**src/rtl/ycc2rgb_pkg.sv**
```systemverilog
// Package: shared fixed-point helpers for the YCbCr to RGB pipeline.
// Assumes coefficients are given in thousandths and quantised with rounding.
package ycc2rgb_pkg;

    // Quantise a coefficient given in thousandths to FRAC fractional bits, rounded.
    function automatic int fx_coef(input int milli, input int frac);
        return (milli * (1 << frac) + 500) / 1000;
    endfunction

    // Matrix entries in thousandths.
    localparam int K_LUMA_M   = 1164;
    localparam int K_R_CR_M   = 1596;
    localparam int K_G_CR_M   = 813;
    localparam int K_G_CB_M   = 392;
    localparam int K_B_CB_M   = 2017;

endpackage

```
**src/rtl/ycc_offset_stage.sv**
```systemverilog
// Stage 1: removes the black level from luma and the mid-scale bias from
// both chroma components, and registers the signed results.
// Assumes DW >= 8; the black level scales with DW.
module ycc_offset_stage #(
    parameter int DW = 8,
    parameter int OW = DW + 2
) (
    input  logic                 clk,
    input  logic [DW-1:0]        y_i,
    input  logic [DW-1:0]        cb_i,
    input  logic [DW-1:0]        cr_i,
    output logic signed [OW-1:0] y_off_o,
    output logic signed [OW-1:0] cb_off_o,
    output logic signed [OW-1:0] cr_off_o
);
    localparam logic signed [OW-1:0] LUMA_BLACK = OW'(16 << (DW - 8));
    localparam logic signed [OW-1:0] CHROMA_MID = OW'(1 << (DW - 1));

    logic signed [OW-1:0] y_ext, cb_ext, cr_ext;

    // Zero-extend the unsigned inputs into the signed working width.
    always_comb begin
        y_ext  = $signed({{(OW-DW){1'b0}}, y_i});
        cb_ext = $signed({{(OW-DW){1'b0}}, cb_i});
        cr_ext = $signed({{(OW-DW){1'b0}}, cr_i});
    end

    // Register the offset-removed components.
    always_ff @(posedge clk) begin
        y_off_o  <= y_ext  - LUMA_BLACK;
        cb_off_o <= cb_ext - CHROMA_MID;
        cr_off_o <= cr_ext - CHROMA_MID;
    end
endmodule

```
**src/rtl/ycc_product_stage.sv**
```systemverilog
// Stage 2: forms the five matrix products from the offset components.
// Negative matrix entries are folded into their constants so that the
// following stage only adds. Assumes every coefficient magnitude is below 4.
module ycc_product_stage #(
    parameter int OW   = 10,
    parameter int FRAC = 12,
    parameter int CW   = FRAC + 3,
    parameter int PW   = OW + CW
) (
    input  logic                 clk,
    input  logic signed [OW-1:0] y_off_i,
    input  logic signed [OW-1:0] cb_off_i,
    input  logic signed [OW-1:0] cr_off_i,
    output logic signed [PW-1:0] p_luma_o,
    output logic signed [PW-1:0] p_r_cr_o,
    output logic signed [PW-1:0] p_g_cr_o,
    output logic signed [PW-1:0] p_g_cb_o,
    output logic signed [PW-1:0] p_b_cb_o
);
    import ycc2rgb_pkg::*;

    localparam logic signed [CW-1:0] C_LUMA = CW'( fx_coef(K_LUMA_M, FRAC));
    localparam logic signed [CW-1:0] C_R_CR = CW'( fx_coef(K_R_CR_M, FRAC));
    localparam logic signed [CW-1:0] C_G_CR = CW'(-fx_coef(K_G_CR_M, FRAC));
    localparam logic signed [CW-1:0] C_G_CB = CW'(-fx_coef(K_G_CB_M, FRAC));
    localparam logic signed [CW-1:0] C_B_CB = CW'( fx_coef(K_B_CB_M, FRAC));

    // Register the signed products at full precision.
    always_ff @(posedge clk) begin
        p_luma_o <= PW'(C_LUMA * y_off_i);
        p_r_cr_o <= PW'(C_R_CR * cr_off_i);
        p_g_cr_o <= PW'(C_G_CR * cr_off_i);
        p_g_cb_o <= PW'(C_G_CB * cb_off_i);
        p_b_cb_o <= PW'(C_B_CB * cb_off_i);
    end
endmodule

```
**src/rtl/ycc_sum_clamp.sv**
```systemverilog
// Stage 3, one channel: adds three signed products, rounds half up at the
// binary point, saturates to 0..2^DW-1 and registers the pixel.
// Assumes the sum width has headroom beyond the product width.
module ycc_sum_clamp #(
    parameter int DW   = 8,
    parameter int FRAC = 12,
    parameter int PW   = 25,
    parameter int SW   = PW + 2
) (
    input  logic                 clk,
    input  logic                 rst_n,
    input  logic signed [PW-1:0] term0_i,
    input  logic signed [PW-1:0] term1_i,
    input  logic signed [PW-1:0] term2_i,
    output logic [DW-1:0]        pix_o
);
    localparam logic signed [SW-1:0] HALF_LSB = SW'(1) <<< (FRAC - 1);
    localparam logic signed [SW-1:0] PIX_MAX  = SW'((1 << DW) - 1);

    logic signed [SW-1:0] acc;
    logic signed [SW-1:0] whole;
    logic [DW-1:0]        sat;

    // Sum with a rounding bias, then drop the fraction.
    always_comb begin
        acc   = SW'(term0_i) + SW'(term1_i) + SW'(term2_i) + HALF_LSB;
        whole = acc >>> FRAC;
    end

    // Saturate the rounded integer into the pixel range.
    always_comb begin
        if (whole < 0)
            sat = '0;
        else if (whole > PIX_MAX)
            sat = '1;
        else
            sat = whole[DW-1:0];
    end

    // Register the channel result.
    always_ff @(posedge clk) begin
        pix_o <= sat;
    end


    clamp_low_chk: assert property (@(posedge clk) disable iff (!rst_n)
        (acc < 0) |=> (pix_o == '0));


    clamp_high_chk: assert property (@(posedge clk) disable iff (!rst_n)
        (whole > PIX_MAX) |=> (pix_o == '1));
endmodule

```
**src/rtl/ycc2rgb_pipe.sv**
```systemverilog
// Top: three-stage YCbCr to RGB conversion with a valid flag that follows
// the data. Reset clears the valid chain only; data registers are free-running.
// Assumes studio-range inputs; outputs are full-range and saturated.
module ycc2rgb_pipe #(
    parameter int DW   = 8,
    parameter int FRAC = 12
) (
    input  logic          clk,
    input  logic          rst_n,
    input  logic          vld_i,
    input  logic [DW-1:0] y_i,
    input  logic [DW-1:0] cb_i,
    input  logic [DW-1:0] cr_i,
    output logic          vld_o,
    output logic [DW-1:0] r_o,
    output logic [DW-1:0] g_o,
    output logic [DW-1:0] b_o
);
    localparam int OW    = DW + 2;
    localparam int CW    = FRAC + 3;
    localparam int PW    = OW + CW;
    localparam int SW    = PW + 2;
    localparam int LAT   = 3;
    localparam int NCH   = 3;

    logic signed [OW-1:0] y_off, cb_off, cr_off;
    logic signed [PW-1:0] p_luma, p_r_cr, p_g_cr, p_g_cb, p_b_cb;
    logic signed [PW-1:0] chan_t1 [NCH];
    logic signed [PW-1:0] chan_t2 [NCH];
    logic [DW-1:0]        chan_pix [NCH];
    logic [LAT-1:0]       vld_sr;

    ycc_offset_stage #(.DW(DW), .OW(OW)) off_i (
        .clk      (clk),
        .y_i      (y_i),
        .cb_i     (cb_i),
        .cr_i     (cr_i),
        .y_off_o  (y_off),
        .cb_off_o (cb_off),
        .cr_off_o (cr_off)
    );

    ycc_product_stage #(.OW(OW), .FRAC(FRAC), .CW(CW), .PW(PW)) mul_i (
        .clk      (clk),
        .y_off_i  (y_off),
        .cb_off_i (cb_off),
        .cr_off_i (cr_off),
        .p_luma_o (p_luma),
        .p_r_cr_o (p_r_cr),
        .p_g_cr_o (p_g_cr),
        .p_g_cb_o (p_g_cb),
        .p_b_cb_o (p_b_cb)
    );

    // Route the chroma products of each channel; unused slots are zero.
    always_comb begin
        chan_t1[0] = p_r_cr;  chan_t2[0] = '0;
        chan_t1[1] = p_g_cr;  chan_t2[1] = p_g_cb;
        chan_t1[2] = p_b_cb;  chan_t2[2] = '0;
    end

    for (genvar ch = 0; ch < NCH; ch++) begin : g_chan
        ycc_sum_clamp #(.DW(DW), .FRAC(FRAC), .PW(PW), .SW(SW)) sc_i (
            .clk     (clk),
            .rst_n   (rst_n),
            .term0_i (p_luma),
            .term1_i (chan_t1[ch]),
            .term2_i (chan_t2[ch]),
            .pix_o   (chan_pix[ch])
        );
    end

    assign r_o = chan_pix[0];
    assign g_o = chan_pix[1];
    assign b_o = chan_pix[2];

    // Shift the valid flag in step with the data stages.
    always_ff @(posedge clk) begin
        if (!rst_n)
            vld_sr <= '0;
        else
            vld_sr <= {vld_sr[LAT-2:0], vld_i};
    end

    assign vld_o = vld_sr[LAT-1];


    vld_follow_chk: assert property (@(posedge clk) disable iff (!rst_n)
        vld_i |-> ##3 vld_o);


    vld_quiet_chk: assert property (@(posedge clk) disable iff (!rst_n)
        !vld_i |-> ##3 !vld_o);


    vld_reset_chk: assert property (@(posedge clk)
        !rst_n |=> !vld_o);


    neutral_grey_chk: assert property (@(posedge clk) disable iff (!rst_n)
        (cb_i == DW'(1 << (DW - 1)) && cr_i == DW'(1 << (DW - 1)))
        |-> ##3 (r_o == g_o && g_o == b_o));
endmodule

```
**config.mk**
```make
export PLATFORM = sky130hd
export DESIGN_NAME = ycc2rgb_pipe
export DESIGN_NICKNAME = d
export VERILOG_FILES = /design/src/rtl/ycc2rgb_pkg.sv /design/src/rtl/ycc_offset_stage.sv /design/src/rtl/ycc_product_stage.sv /design/src/rtl/ycc_sum_clamp.sv /design/src/rtl/ycc2rgb_pipe.sv
export SDC_FILE = /design/constraint.sdc
export NUM_CORES = 1
export LEC_CHECK = 0
export BUFFER_PORTS_ARGS = -buffer_cell sky130_fd_sc_hd__buf_2
export CORE_UTILIZATION = 60
export DETAILED_ROUTE_END_ITERATION = 16
export PLACE_DENSITY = 0.78
export SLEW_MARGIN = 10
export SYNTH_ARGS = -nofsm -noshare
export SYNTH_HDL_FRONTEND = slang
export SYNTH_SLANG_ARGS = --single-unit
```
**constraint.sdc**
```tcl
create_clock -name clk -period 14.3 [get_ports clk]
set_input_delay 2.86 -clock clk [delete_from_list [all_inputs] [get_ports clk]]
set_output_delay 2.86 -clock clk [all_outputs]
set_load 0.01 [all_outputs]
```
==> reports/metrics.yaml <==
cts_resized: 0
grt_pass1_vias: 10600
ys_seq_area_frac: 0.200
nNetsFinal: 2016
synth_edf_count: 0
cts_tree: "built"
crit_start: "off_i.cr_off_o[0]"
startpoint_type: "flip-flop"
drtIter0Drc: 532
grt_max_degree: 21
slew_headroom: 0.509
rows: 57
drive_gt1_frac: 0.0853
n_antenna_cell: 0
synth_top_area_frac: 0.316
drv_slew: 0
path_cells: "fa_1 -> inv_1 -> fa_1 -> inv_1 -> ha_1 -> fa_1 -> ha_1 -> ha_1 -> a21o_1 -> a21oi_1 -> o21bai_1 -> a21o_1 -> a21oi_1 -> o21ai_0 -> o41ai_1 -> o2111ai_1 -> a21oi_1 -> xnor2_1"
wl_per_cell_um: 16.8
layout.cells.non_filler: 1825
dr.pass1.iters: 5
postCtsHoldBufs: 0
synth.avg_cell_area_sq_um: 10.5
timing.hold.ws_ns: 0.428
fin_skew_ns: 0.0110
gr-total-overflow: 0
post-route-period-util: 0.394
max_freq_ghz: 0.177
clockBufferDepth: 2
hp-class: "flip-flop to flip-flop"
synth_top_cells_by_area: "ha_1 (32%), dfxtp_1 (20%), fa_1 (17%)"
rsz0062_at_grt: "no"
fin_setup_tns_ns: 0
post_cts_buffers: 0
synth.cell_area_sq_mm: 0.0148
min_from: "vld_sr[0]"
postPlaceCellArea_sq_mm: 0.0155
cts_made_buffers: 17
synth_seq_cells: 148
coreArea_sq_mm: 0.0242
crit_fanout: 7
vias: 10100
setup_viol: 0
ys_warn_count: 0
clock-sinks: 148
cp.required_ns: 14.66
ctsRootBufferMaster: "clkbuf_16"
hold_violations: 0
area_growth_pct: 8.13
routabilityCongestion: 0.941
die_x_um: 159
ys_types: 77
drt-total-wl_um: 30600
track_usage: 0.256
htreeDepth: 4
antenna_found_initial: 0
async_flop_share: 0
synth_flop_cell: "dfxtp_1"
synth_nets: 1946
pin_count: 52
path_clk_slew_ns: 0.06
netlist_instances: 1418
timing.rr.start: "off_i.cr_off_o[0]"
synth_top_area_cell: "ha_1"
viasPerCell: 5.54
final.min_clock_period_ns: 5.64
grt_pass1_wl_um: 51500
max_stage_delay_ns: 0.66
die_h_um: 159
end_kind: "flip-flop"
clkLatencyLatePin_ns: 0.43
fin_area_sq_mm: 0.0160
crit_slowest_cell: "fa_1"
initial_core_util: 0.612
cp_data_arrival_time_ns: 5.99
placedCellCount: 1793
dieArea_sq_mm: 0.0254
status: "complete, no violations"
hpwl_um: 25700
worst_pin_slew_ns: 0.733
drc_errors: 0
path_class: "flip-flop to flip-flop"
ant_nets: 0
maxCapViolCount: 0
io_buffers: 51
registers in the layout, summed over array words and instances (netlist names):
| name | cells |
|---|---|
| g_chan.sc_i.pix_o | 24 |
| mul_i.p_b_cb_o | 19 |
| mul_i.p_g_cb_o | 20 |
| mul_i.p_g_cr_o | 20 |
| mul_i.p_luma_o | 18 |
| mul_i.p_r_cr_o | 19 |
| off_i.cb_off_o | 8 |
| off_i.cr_off_o | 8 |
| off_i.y_off_o | 9 |
| vld_sr | 3 |
layer usage:
layer,vias up,part of all wire,GRT usage
li1,4979,-,-
met5,-,0,0
met3,52,0.038,0.0310
met4,0,0.025,0.0883
met2,214,0.48,0.440
met1,4868,0.46,0.334
through the flow:
step	utilization	setup slack, ns
2_1_floorplan	-	9.18
3_3_place_gp	0.639	8.81
3_5_place_dp	0.639	8.73
4_1_cts	0.661	8.70
5_1_grt	0.661	8.25
6_report	0.661	8.66
cell usage in the layout, fill, tap and decap left out, drive strengths merged, types with 4 or more instances in the layout:
| cell type | Yosys | final |
|---|---|---|
| ha | 374 | 374 |
| inv | 225 | 231 |
| dfxtp | 148 | 148 |
| fa | 127 | 127 |
| xnor2 | 84 | 84 |
| a21oi | 69 | 69 |
| nor2 | 52 | 52 |
| buf | 1 | 52 |
| nand2 | 35 | 35 |
| xor2 | 34 | 34 |
| o21ai | 31 | 31 |
| o21a | 26 | 26 |
| a21o | 23 | 23 |
| o21bai | 21 | 21 |
| clkbuf | 0 | 17 |
| nor3 | 16 | 16 |
| and3 | 14 | 14 |
| a31oi | 14 | 14 |
| nand3 | 12 | 12 |
| a211oi | 11 | 11 |
| nand2b | 8 | 8 |
| nor2b | 8 | 8 |
| and2 | 8 | 8 |
| or2 | 6 | 6 |
| o211ai | 6 | 6 |
| a311oi | 6 | 6 |
| clkinv | 0 | 6 |
| or3 | 5 | 5 |
| nand4 | 5 | 5 |
| o31ai | 4 | 4 |
cells in the mapped netlist (9+ instances only):
library cell	count
and3_1	13
o21bai_1	21
a21oi_1	64
xor2_1	33
nor3_1	15
xnor2_1	82
a211oi_1	9
a31oi_1	13
fa_1	127
inv_1	225
nor2_1	52
ha_1	374
a21o_1	21
o21ai_0	24
dfxtp_1	148
nand2_1	35
o21a_1	25
nand3_1	11
final timing paths:
path                   endpoint  slack (ns)  cells past startpoint
max          mul_i.p_g_cr_o[21]        8.66                     18
min                   vld_sr[1]        0.43                      1
max reg2reg  mul_i.p_g_cr_o[21]        8.66                     18
min reg2reg           vld_sr[1]        0.43                      1
final cells by class:
class,instances,area [sq um]
multi-input cells,1044,11000
well taps,324,405
fillers,1872,8210
inverters,225,845
repair buffers,52,263
clock buffers,17,425
clock inverters,15,120
flip-flops and latches,148,2960
worst max-delay path: cells and delay by family, from the launching register on:
family | cells | cell delay, ns
buf+inv | 2 | 0.23
compound gates | 9 | 2.06
flops | 1 | 0.38
fa+ha+maj | 6 | 2.75
xor+xnor | 1 | 0.13
cell families after synthesis:
logic type	count (synthesis)	synth area share
buf+inv	226	0.0574
fa+ha+maj	501	0.487
flops	148	0.200
compound gates	237	0.114
mux	4	0.00304
xor+xnor	118	0.0712
simple gates	184	0.0672
Power is not shown: default switching activity piles up to over one toggle a cycle in this logic, so the estimate is an artifact.
